### src/rtl/pci_tgt_ctl.sv
module pci_tgt_ctl #(
  parameter int NUM_BAR = 3,
  parameter int CMD_W = 4,
  parameter logic [(1<<CMD_W)-1:0] CLAIM_MAP = 16'hDCCD
) (
  input  logic               clk,
  input  logic               rst_n,
  input  logic               frame_n,
  input  logic               irdy_n,
  input  logic [CMD_W-1:0]   cbe_n,
  input  logic [NUM_BAR-1:0] bar_hit,
  input  logic               usr_retry,
  input  logic               usr_disc,
  input  logic               usr_abort,
  output logic               devsel_n,
  output logic               trdy_n,
  output logic               stop_n,
  output logic               ctl_oe,
  output logic               addr_vld,
  output logic               data_done,
  output logic               rd_dir
);
  localparam int S_IDLE = 0;
  localparam int S_DEC  = 1;
  localparam int S_TURN = 2;
  localparam int S_DATA = 3;
  localparam int S_STOP = 4;
  localparam int S_ABT  = 5;
  localparam int S_OFF  = 6;
  localparam int NS     = 7;

  logic [NS-1:0]    state, nxt;
  logic             frame_q, first_q, first_d;
  logic [CMD_W-1:0] cmd_q;
  logic             hit_q;

  wire addr_ph = state[S_IDLE] & ~frame_n & frame_q & irdy_n;
  wire claim   = CLAIM_MAP[cmd_q] & hit_q;
  wire is_rd   = ~cmd_q[0];
  wire term    = usr_retry | usr_disc;
  wire last_ok = ~irdy_n & frame_n;

  always_comb begin
    nxt     = '0;
    first_d = 1'b0;
    case (1'b1)
      state[S_IDLE]: if (addr_ph) nxt[S_DEC] = 1'b1; else nxt[S_IDLE] = 1'b1;
      state[S_DEC]: begin
        if (!claim)         nxt[S_IDLE] = 1'b1;
        else if (usr_abort) nxt[S_ABT]  = 1'b1;
        else begin
          first_d = 1'b1;
          if (term)       nxt[S_STOP] = 1'b1;
          else if (is_rd) nxt[S_TURN] = 1'b1;
          else            nxt[S_DATA] = 1'b1;
        end
      end
      state[S_TURN]: begin
        if (usr_abort) nxt[S_ABT]  = 1'b1;
        else if (term) nxt[S_STOP] = 1'b1;
        else           nxt[S_DATA] = 1'b1;
      end
      state[S_DATA]: begin
        if (last_ok)        nxt[S_OFF]  = 1'b1;
        else if (usr_abort) nxt[S_ABT]  = 1'b1;
        else if (term)      nxt[S_STOP] = 1'b1;
        else                nxt[S_DATA] = 1'b1;
      end
      state[S_STOP]: if (frame_n) nxt[S_OFF] = 1'b1; else nxt[S_STOP] = 1'b1;
      state[S_ABT]:  if (frame_n) nxt[S_OFF] = 1'b1; else nxt[S_ABT]  = 1'b1;
      default:       nxt[S_IDLE] = 1'b1;
    endcase
  end

  always_ff @(posedge clk or negedge rst_n) begin
    if (!rst_n) begin
      state   <= NS'(1) << S_IDLE;
      frame_q <= 1'b1;
      first_q <= 1'b0;
      cmd_q   <= '0;
      hit_q   <= 1'b0;
    end else begin
      state   <= nxt;
      frame_q <= frame_n;
      first_q <= first_d;
      if (addr_ph) begin
        cmd_q <= cbe_n;
        hit_q <= |bar_hit;
      end
    end
  end

  assign devsel_n  = ~(state[S_TURN] | state[S_DATA] | state[S_STOP]);
  assign trdy_n    = ~state[S_DATA];
  assign stop_n    = ~(state[S_STOP] | state[S_ABT]);
  assign ctl_oe    = ~(state[S_IDLE] | state[S_DEC]);
  assign addr_vld  = first_q;
  assign data_done = state[S_DATA] & ~irdy_n;
  assign rd_dir    = is_rd & (state[S_TURN] | state[S_DATA] | state[S_STOP] | state[S_ABT]);
endmodule

### config.mk
export PLATFORM = sky130hd
export DESIGN_NAME = pci_tgt_ctl
export DESIGN_NICKNAME = d
export VERILOG_FILES = /design/src/rtl/pci_tgt_ctl.sv
export SDC_FILE = /design/constraint.sdc
export NUM_CORES = 1
export LEC_CHECK = 0
export CELL_PAD_IN_SITES_DETAIL_PLACEMENT = 1
export CELL_PAD_IN_SITES_GLOBAL_PLACEMENT = 2
export CORE_MARGIN = 4
export CORE_UTILIZATION = 33
export CTS_CLUSTER_DIAMETER = 80
export DETAILED_ROUTE_END_ITERATION = 12
export DONT_BUFFER_PORTS = 1
export GPL_TIMING_DRIVEN = 0
export PLACE_DENSITY = 0.71
export SYNTH_ARGS = -nofsm -noshare
export SYNTH_HDL_FRONTEND = slang
export SYNTH_SLANG_ARGS = --single-unit
### constraint.sdc
create_clock -name clk -period 1.4 [get_ports clk]
set_input_delay 0.07 -clock clk [delete_from_list [all_inputs] [get_ports clk]]
set_output_delay 0.07 -clock clk [all_outputs]
set_load 0.02 [all_outputs]
==> results of run 1 <==
==> synthesized netlist by cell type (all sizes together) <==
| library cell | number |
|---|---|
| a22oi | 1 |
| and3 | 1 |
| or4 | 1 |
| nand4b | 1 |
| a31o | 1 |
| nor3 | 5 |
| inv | 3 |
| a211o | 1 |
| nor2 | 9 |
| nand2 | 16 |
| nor4 | 1 |
| nand4 | 1 |
| a211oi | 1 |
| nand3 | 2 |
| o21ai | 3 |
| xor2 | 1 |
| dfstp | 2 |
| dfrtp | 11 |
| nand2b | 1 |
| a21oi | 2 |
| buf | 1 |
| o31a | 1 |
==> per-layer routing <==
metal  track usage (%)  wire (um)  vias to the layer above
li1                  -          -                      260
met1              16.2        654                      262
met5                 0          0                        -
met3              3.26         68                        2
met4              5.38         10                        0
met2              24.3        815                       12
==> power by group through the flow <==
stage / Clock, mW / Combinational, mW / Sequential, mW
2_1_floorplan: 0 / 0.0579 / 0.438
3_3_place_gp: 0 / 0.0691 / 0.445
3_5_place_dp: 0 / 0.0713 / 0.445
4_1_cts: 0.240 / 0.106 / 0.438
5_1_grt: 0.259 / 0.124 / 0.445
6_report: 0.227 / 0.105 / 0.439
==> cell families after synthesis <==
group / after synthesis
and+or+nand+nor: 38
DFF: 13
buffers and inverters: 4
xor gates and xnor gates: 1
AOI/OAI and AO/OA: 10
==> how the worst max path moves through the flow <==
stage / from / end / slack (ps) / cells past startpoint
4_1_cts: state[0] / cmd_q[2] / 30 / 4
6_report: usr_retry / state[3] / 70 / 5
5_1_grt: state[4] / rd_dir / -3 / 2
3_3_place_gp: state[3] / state[5] / -30 / 3
3_5_place_dp: state[4] / state[5] / -30 / 3
2_1_floorplan: state[4] / state[5] / 70 / 3
==> area by class of cell <==
type                            instances  area (um^2)  share of cell area (%)
Buffer                                  1         11.3                    1.42
Clock buffer                            4         26.3                    3.32
Inverter                                3         11.3                    1.42
Multi-Input combinational cell         49          267                    33.6
Sequential cell                        13          328                    41.4
Tap cell                               25         31.3                    3.95
Timing Repair Buffer                   12          118                    14.8
==> state kept, by name (all words and copies together) (netlist names) <==
register  flops
addr_vld      1
state         6
frame_q       1
hit_q         1
cmd_q         4
==> worst register-to-register path, cell delays in order, from the launching register on <==
cell and delay [ps]:
sky130_fd_sc_hd__dfrtp_1 390, sky130_fd_sc_hd__xor2_1 200, sky130_fd_sc_hd__o31a_1 260, sky130_fd_sc_hd__nand2_1 80
sky130_fd_sc_hd__a31o_2 240
==> what timing repair did <==
action | CTS | global route
pin swaps | 0 | 1
buffers inserted | 0 | 1
endpoints found under the setup margin | 2 | 7
resized for setup | 2 | 2
endpoints found under the hold margin | 24 | 0
hold buffers | 11 | 0
==> metrics by stage <==
step | cell area [um^2] | util (%)
after floorplan | 601 | -
after global placement | 632 | 36.6
after detailed placement | 632 | 36.6
after CTS | 779 | 45.1
after global routing | 792 | 45.9
final | 792 | 45.9
==> key figures, run 1 <==
Global route
  – Maximum number of pins on one net before global-route repair: 14
  – Aggregate global-route resource usage: 13.9%
  – Total congestion overflow after global routing: 0
  – Number of antenna violations at the first check in global routing: 0
  – First-pass GRT wire length: 2640 um
  – Vias in the first global route: 566

STA
  – Summed negative setup slack over all endpoints: 0 ps
  – Relative slew slack: 60.9%
  – Shortest period the worst path allows: 1330 ps
  – Hold Vio Cnt, Final: 0
  – Transition time at the pin with the least slew margin: 584 ps
  – Pins Over Slew Limit: 0
  – Hold Worst Slack: 36.7 ps
  – F_max: 0.750 GHz
  – Clock tree skew after final layout: 0.940 ps
  – PnR worst setup slack: 67.1 ps
  – Finish-stage setup viols: 0
  – Portion of the clock cycle consumed by the worst path in the final layout: 95.2%

Clock tree
  – CTS Buf Count: 3
  – Worst-path clk slew: 80 ps
  – Number of clock sinks: 13
  – Skew-Pair Late Insertion Delay: 270 ps
  – Longest Clk Path Bufs: 2
  – Root Buffer Master: sky130_fd_sc_hd__clkbuf_4
  – H-tree level count: 1
  – TritonCTS clock tree: built

Final layout
  – Ant diodes: 0
  – Count of fill cells added during filler insertion: 211
  – Syn-to-layout area delta: 31.9%
  – Leading cell types in the layout, fill and taps excluded: 16 x sky130_fd_sc_hd__nand2_1, 11 x sky130_fd_sc_hd__dfrtp_1, 11 x sky130_fd_sc_hd__dlygate4sd3_1
  – Most common library cell in the layout ignoring fill and taps: sky130_fd_sc_hd__nand2_1
  – Number of non-filler instances in the completed layout: 107
  – Final net count: 97
  – Share of cells above drive strength 1: 15.9%

Worst hold path
  – Worst hold-check path type: input pin to flop
  – Startpoint of the tightest hold check path: irdy_n
  – Worst hold endpoint: state[1]
  – Cell depth of the worst hold path: 2

Setup path
  – Biggest fanout along the worst timing path: 2
  – Sort of element at the start of the critical path: input pin
  – Peak per-stage delay on the critical path: 570 ps
  – Length in cells of the worst reg-to-reg path: 4
  – Number of buffers and inverters on the critical path: 2
  – R2r endpoint: state[5]
  – Sequence of cells on the critical path: dlygate4sd3_1 > nor2_1 > dlygate4sd3_1 > nand2_1 > a21oi_1
  – Critical-path top delay cell: sky130_fd_sc_hd__dlygate4sd3_1
  – Critical Setup Path Class: input pin to flop
  – Most common cell type on the critical path: sky130_fd_sc_hd__dlygate4sd3_1
  – Reg-to-reg critical path startpoint: cmd_q[2]
  – Kind of capture point of the worst setup path: flop
  – Register-to-register path setup slack: 130 ps
  – Cell family contributing the most delay on the critical path: buffers and inverters
  – Data arrival time of the worst path: 1520 ps
  – Required time at the endpoint of the critical path: 1590 ps

Routing
  – Routed wire length: 1550 um
  – Vias per inst: 5.01
  – Remaining DRCs: 0
  – First-pass iteration count of the detailed router: 2
  – Drt first-iter violations: 2
  – ANT nets after route: 0
  – Via count of the routed design: 536
  – Routed wire length per instance: 14.5 um

Yosys
  – Combinational family with the most area after synthesis: simple AND/OR/NAND/NOR gates
  – Simple logic cell fraction of the synthesized area: 28.3%
  – Ys Warns: 0
  – Post-synthesis mux area share: 0%
  – Mapped cell area: 601 um^2
  – Synthesized-area fraction occupied by adder cells: 0%
  – Synth Area in XOR/XNOR: 1.46%
  – Synth area leader: sky130_fd_sc_hd__dfrtp_1
  – Synthesized net count: 80
  – Mean instance size in the synthesized netlist: 9.10 um^2
  – Proportion of netlist area held by the largest area contributor: 45.8%
  – Share of the synthesized area in compound gates (AO/OA/AOI/OAI): 11.9%
  – Number of unique standard cell types used by synthesis: 22
  – Proportion of synthesized chip area in sequential cells: 54.6%
  – Synth Register Bits: 13
  – Top post-synthesis cells by area: sky130_fd_sc_hd__dfrtp_1 46%, sky130_fd_sc_hd__nand2_1 10%, sky130_fd_sc_hd__dfstp_2 8.8%
  – Mapped Cells: 66

Pwr
  – Maximum ir drop on the vdd rail: 0.564 mV
  – Share of power burned in registers: 56.9%
  – Net switching power: 0.204 mW
  – Internal Pwr Total: 0.568 mW
  – Overall power consumption: 0.771 mW
  – Combinational cell fraction of total power: 13.6%
  – Sw frac: 26.4%
  – Power share of the clock group: 29.5%
  – Power density over the cells: 974 nW/um^2
  – Standby leakage power: 0.361 nW

Placement
  – Number of input and output port buffers inserted: 0
  – Setup slack at placement: -34.9 ps
  – GPL Wtd Cong: 0.724
  – Detailed placer's ending HPWL: 1070 um
  – Placed cells: 91

Floorplanning
  – Width of the chip: 50.7 um
  – Total I/O pin count: 21
  – Row Count: 15
  – Starting utilization of the core area: 34.8%
  – Core area: 1730 um^2
  – Die area: 2570 um^2
  – Die Y-Extent: 50.7 um

Run
  – Maximum Capacitance Violations: 0

Outcome
  – Outcome: complete, no violations
Power figures use the tool's default switching activity.
==> run 2, diff against run 1 <==
--- a/config.mk
+++ b/config.mk
@@ -7,12 +7,14 @@
 export LEC_CHECK = 0
 export CELL_PAD_IN_SITES_DETAIL_PLACEMENT = 1
 export CELL_PAD_IN_SITES_GLOBAL_PLACEMENT = 2
+export CORE_ASPECT_RATIO = 1.25
 export CORE_MARGIN = 4
 export CORE_UTILIZATION = 33
 export CTS_CLUSTER_DIAMETER = 80
 export DETAILED_ROUTE_END_ITERATION = 12
 export DONT_BUFFER_PORTS = 1
 export GPL_TIMING_DRIVEN = 0
+export MAX_ROUTING_LAYER = met4
 export PLACE_DENSITY = 0.71
 export SYNTH_ARGS = -nofsm -noshare
 export SYNTH_HDL_FRONTEND = slang
==> key figures, run 2 (synthesized netlist as in run 1, its figures left out) <==
Outcome
  – Outcome: complete, no violations

STA
  – Clock tree skew after final layout: 4.83 ps
  – Summed negative setup slack over all endpoints: 0 ps
  – PnR worst setup slack: 73.6 ps
  – Finish-stage setup viols: 0
  – F_max: 0.754 GHz
  – Relative slew slack: 57.1%
  – Shortest period the worst path allows: 1330 ps
  – Portion of the clock cycle consumed by the worst path in the final layout: 94.7%
  – Transition time at the pin with the least slew margin: 642 ps
  – Pins Over Slew Limit: 0
  – Setup repair after global routing missed its margin: false
  – Hold Worst Slack: 3.91 ps
  – Hold Vio Cnt, Final: 0

Setup path
  – Data arrival time of the worst path: 1260 ps
  – Register-to-register path setup slack: 140 ps
  – Kind of capture point of the worst setup path: primary output
  – Required time at the endpoint of the critical path: 1330 ps
  – Critical Setup Path Class: flop to primary output
  – Reg-to-reg critical path startpoint: cmd_q[2]
  – Biggest fanout along the worst timing path: 4
  – Sort of element at the start of the critical path: flop
  – Worst setup path startpoint: state[4]

Clock tree
  – Number of clock sinks: 13
  – CTS Buf Count: 3
  – Root Buffer Master: sky130_fd_sc_hd__clkbuf_4
  – TritonCTS clock tree: built
  – Longest Clk Path Bufs: 2
  – H-tree level count: 1
  – Skew-Pair Late Insertion Delay: 270 ps
  – Worst-path clk slew: 80 ps

Final layout
  – Syn-to-layout area delta: 30.4%
  – Largest registers: state x6, cmd_q x4
  – Most common library cell in the layout ignoring fill and taps: sky130_fd_sc_hd__nand2_1
  – Ant diodes: 0
  – Leading cell types in the layout, fill and taps excluded: 16 x sky130_fd_sc_hd__nand2_1, 11 x sky130_fd_sc_hd__dfrtp_1, 11 x sky130_fd_sc_hd__dlygate4sd3_1
  – Final net count: 97
  – Share of cells above drive strength 1: 17.1%
  – Post-route design area: 783 um^2
  – Biggest register: state
  – Number of flip-flops under the largest register name: 6

Pwr
  – Power density over the cells: 997 nW/um^2
  – Standby leakage power: 0.363 nW
  – Overall power consumption: 0.781 mW
  – Maximum ir drop on the vdd rail: 0.488 mV

Global route
  – Aggregate global-route resource usage: 13.5%
  – Total congestion overflow after global routing: 0
  – First-pass GRT wire length: 2550 um
  – Maximum number of pins on one net before global-route repair: 14
  – Number of antenna violations at the first check in global routing: 0
  – Vias in the first global route: 531

Floorplanning
  – Die Y-Extent: 55.7 um
  – Core area: 1740 um^2
  – Total I/O pin count: 21
  – Row Count: 17
  – Die area: 2570 um^2
  – Starting utilization of the core area: 34.4%
  – Width of the chip: 46.2 um

Placement
  – Number of input and output port buffers inserted: 0
  – Detailed placer's ending HPWL: 1100 um
  – GPL Wtd Cong: 0.738
  – Setup slack at placement: -33.0 ps
  – Standard cell area after detailed placement: 624 um^2

Run
  – Maximum Capacitance Violations: 0

Routing
  – Routed wire length: 1550 um
  – Routed wire length per instance: 15.3 um
  – Drt first-iter violations: 6
  – Via count of the routed design: 532
  – Vias per inst: 5.27
  – ANT nets after route: 0
  – First-pass iteration count of the detailed router: 4
  – Remaining DRCs: 0

Worst hold path
  – Worst hold-check path type: input pin to flop
  – Startpoint of the tightest hold check path: usr_abort
[run 2: cell count changes in the layout (fill, tap and decap cells not counted)]
cell and delta:
sky130_fd_sc_hd__clkinv_2 +1, sky130_fd_sc_hd__clkbuf_1 -1, sky130_fd_sc_hd__nor2_2 +1, sky130_fd_sc_hd__nor3_2 -1, sky130_fd_sc_hd__nor3_1 +1, sky130_fd_sc_hd__nor2_1 -1
[run 2: power by group]
part / leakage (nW) / total [mW] / internal [mW] / switching (mW)
logic: 0.179 / 0.106 / 0.0498 / 0.0565
registers: 0.166 / 0.440 / 0.408 / 0.0325
clock network: 0.0177 / 0.234 / 0.106 / 0.129
[run 2: cell type report]
| class | instances | area, um^2 |
|---|---|---|
| fillers | 213 | 961 |
| flip-flops and latches | 13 | 328 |
| multi-input cells | 49 | 264 |
| repair buffers | 12 | 118 |
| well taps | 19 | 23.8 |
| clock buffers | 3 | 22.5 |
| plain buffers | 1 | 11.3 |
| inverters | 3 | 11.3 |
| clock inverters | 1 | 5.00 |
[run 2: per-layer routing]
| metal | vias up | global-route usage [%] | wire length [um] |
|---|---|---|---|
| li1 | 258 | - | - |
| met1 | 258 | 16.7 | 613 |
| met2 | 14 | 22.0 | 836 |
| met3 | 2 | 2.27 | 85 |
| met4 | 0 | 3.66 | 13 |
| met5 | - | - | 0 |
[run 2: worst max-delay path, cell delays in order (launching register included)]
cell	delay (ps)
sky130_fd_sc_hd__dfrtp_1	440
sky130_fd_sc_hd__nor4_2	360
sky130_fd_sc_hd__nor2_1	190
[run 2: worst paths after layout]
kind,end,depth (start not counted)
min in group asynchronous,state[3],1
worst max-delay path,rd_dir,2
worst min-delay path,state[4],2
worst min register to register,cmd_q[3],2
max in group asynchronous,state[2],1
worst max register to register,state[5],4
[run 2: per-stage QoR]
step	instances	utilization, %
2_1_floorplan	66	-
3_3_place_gp	85	35.8
4_1_cts	100	44.3
5_1_grt	101	44.9
6_report	101	44.9
3_5_place_dp	85	35.8
[run 2: repair_timing]
action,CTS,global route
pin swaps,0,1
setup endpoints to repair,2,6
buffers inserted,0,1
endpoints found under the hold margin,23,0
hold buffers,11,0
gates resized for setup,2,2
==> run 3, diff against run 2 <==
--- a/config.mk
+++ b/config.mk
@@ -9,13 +9,14 @@
 export CELL_PAD_IN_SITES_GLOBAL_PLACEMENT = 2
 export CORE_ASPECT_RATIO = 1.25
 export CORE_MARGIN = 4
-export CORE_UTILIZATION = 33
+export CORE_UTILIZATION = 36
+export CTS_BUF_LIST = sky130_fd_sc_hd__clkbuf_8
 export CTS_CLUSTER_DIAMETER = 80
 export DETAILED_ROUTE_END_ITERATION = 12
 export DONT_BUFFER_PORTS = 1
 export GPL_TIMING_DRIVEN = 0
 export MAX_ROUTING_LAYER = met4
-export PLACE_DENSITY = 0.71
+export PLACE_DENSITY = 0.77
 export SYNTH_ARGS = -nofsm -noshare
 export SYNTH_HDL_FRONTEND = slang
 export SYNTH_SLANG_ARGS = --single-unit
==> key figures, run 3 (synthesized netlist as in run 1, its figures left out) <==
Clock tree
  – Root Buffer Master: sky130_fd_sc_hd__clkbuf_8
  – CTS Buf Count: 3
  – TritonCTS clock tree: built
  – H-tree level count: 1
  – Longest Clk Path Bufs: 2
  – Worst-path clk slew: 60 ps
  – Skew-Pair Late Insertion Delay: 240 ps
  – Number of clock sinks: 13

STA
  – Pins Over Slew Limit: 0
  – Hold Vio Cnt, Final: 0
  – Finish-stage setup viols: 0
  – Transition time at the pin with the least slew margin: 586 ps
  – Shortest period the worst path allows: 1250 ps
  – Relative slew slack: 60.8%
  – Hold Worst Slack: 6.71 ps
  – Setup repair after global routing missed its margin: false
  – F_max: 0.801 GHz
  – Clock tree skew after final layout: 0.352 ps
  – Portion of the clock cycle consumed by the worst path in the final layout: 89.2%

Pwr
  – Power density over the cells: 1150 nW/um^2
  – Standby leakage power: 0.351 nW
  – Maximum ir drop on the vdd rail: 1.04 mV

Floorplanning
  – Row Count: 16
  – Width of the chip: 44.5 um
  – Total I/O pin count: 21
  – Core area: 1580 um^2
  – Die Y-Extent: 53.7 um
  – Starting utilization of the core area: 38.0%
  – Die area: 2390 um^2

Final layout
  – Number of flip-flops under the largest register name: 6
  – Most common library cell in the layout ignoring fill and taps: sky130_fd_sc_hd__nand2_1
  – Leading cell types in the layout, fill and taps excluded: 16 x sky130_fd_sc_hd__nand2_1, 11 x sky130_fd_sc_hd__dfrtp_1, 9 x sky130_fd_sc_hd__nor2_1
  – Ant diodes: 0
  – Multi-input gate area: 262 um^2
  – Count of fill cells added during filler insertion: 184
  – Reg area: 328 um^2
  – Final net count: 93
  – Share of cells above drive strength 1: 16.7%
  – Post-route design area: 758 um^2
  – Biggest register: state
  – Largest registers: state x6, cmd_q x4
  – Syn-to-layout area delta: 26.2%

Global route
  – Maximum number of pins on one net before global-route repair: 14
  – Aggregate global-route resource usage: 15.0%
  – Number of antenna violations at the first check in global routing: 0
  – Vias in the first global route: 516
  – Total congestion overflow after global routing: 0
  – First-pass GRT wire length: 2340 um

Placement
  – Detailed placer's ending HPWL: 1030 um
  – Number of input and output port buffers inserted: 0
  – GPL Wtd Cong: 0.741
  – Standard cell area after detailed placement: 623 um^2

Setup path
  – Critical Setup Path Class: flop to primary output
  – Biggest fanout along the worst timing path: 4
  – Reg-to-reg critical path startpoint: cmd_q[2]
  – Worst setup path startpoint: state[4]
  – Sort of element at the start of the critical path: flop
  – Kind of capture point of the worst setup path: primary output
  – Data arrival time of the worst path: 1180 ps
  – Required time at the endpoint of the critical path: 1330 ps

Outcome
  – Outcome: complete, no violations

Routing
  – Remaining DRCs: 0
  – Routed wire length per instance: 14.9 um
  – Drt first-iter violations: 1
  – Vias per inst: 5.44
  – Via count of the routed design: 522
  – Routed wire length: 1430 um
  – ANT nets after route: 0
  – First-pass iteration count of the detailed router: 2

Worst hold path
  – Startpoint of the tightest hold check path: usr_abort
  – Worst hold-check path type: input pin to flop

Run
  – Maximum Capacitance Violations: 0
==> run 3: cell types whose count changed in the layout (fill, tap and decap cells not counted) <==
cell / previous run / this run
sky130_fd_sc_hd__nor2_1: 8 / 9
sky130_fd_sc_hd__clkbuf_8: 0 / 3
sky130_fd_sc_hd__clkbuf_4: 3 / 0
sky130_fd_sc_hd__nor2_2: 1 / 0
sky130_fd_sc_hd__dlygate4sd3_1: 11 / 7
==> run 3: worst paths after layout <==
check                           end  slack [ps]  cells past startpoint
setup / recovery             rd_dir         150                      2
hold / removal             state[2]           7                      3
setup reg to reg           state[5]         160                      4
hold reg to reg            cmd_q[3]         490                      2
max in group asynchronous     hit_q         750                      1
min in group asynchronous  state[3]         270                      1
==> run 3: where the power goes <==
| part | switching, mW | leakage [nW] | total, mW | internal, mW |
|---|---|---|---|---|
| clock network | 0.139 | 0.0255 | 0.336 | 0.197 |
| registers | 0.0285 | 0.166 | 0.437 | 0.409 |
| logic | 0.0532 | 0.159 | 0.0959 | 0.0427 |
| total | 0.221 | 0.351 | 0.869 | 0.648 |
==> run 3: cell type report <==
type,count,share of cell area (%)
buffer,1,1.49
clock buffer,3,5.45
clock inverter,1,0.660
inverter,3,1.49
multi-input combinational,49,34.5
sequential,13,43.2
tap,18,2.97
timing repair buffer,8,10.2
==> run 3: through the flow <==
stage | power, mW | TNS, ps | std cells | worst slack [ps] | utilization, %
3_5_place_dp | 0.516 | -30.3 | 84 | -30.3 | 39.4
6_report | 0.869 | 0 | 96 | 152 | 47.9
5_1_grt | 0.918 | 0 | 96 | 95.6 | 47.9
2_1_floorplan | 0.496 | 0 | 66 | 68.8 | -
3_3_place_gp | 0.513 | -18.3 | 84 | -18.3 | 39.4
4_1_cts | 0.877 | 0 | 95 | 47.0 | 47.1
==> run 3: per-layer routing <==
metal | global-route usage, % | vias to the layer above | wire (um)
met4 | 12.1 | 0 | 48
met5 | - | - | 0
met1 | 14.6 | 248 | 555
met3 | 4.35 | 4 | 80
met2 | 24.4 | 15 | 747
li1 | - | 255 | -
==> run 3: worst max-delay path: stages, from the launching register on <==
cell                      delay (ps)
sky130_fd_sc_hd__dfrtp_1         420
sky130_fd_sc_hd__nor4_2          330
sky130_fd_sc_hd__nor2_1          180
==> run 3: what timing repair did <==
item	4_1_cts	5_1_grt
hold buffers	7	0
buffers inserted	0	1
resized for setup	1	2
pin swaps	0	1
hold endpoints to repair	20	0
endpoints found under the setup margin	1	5
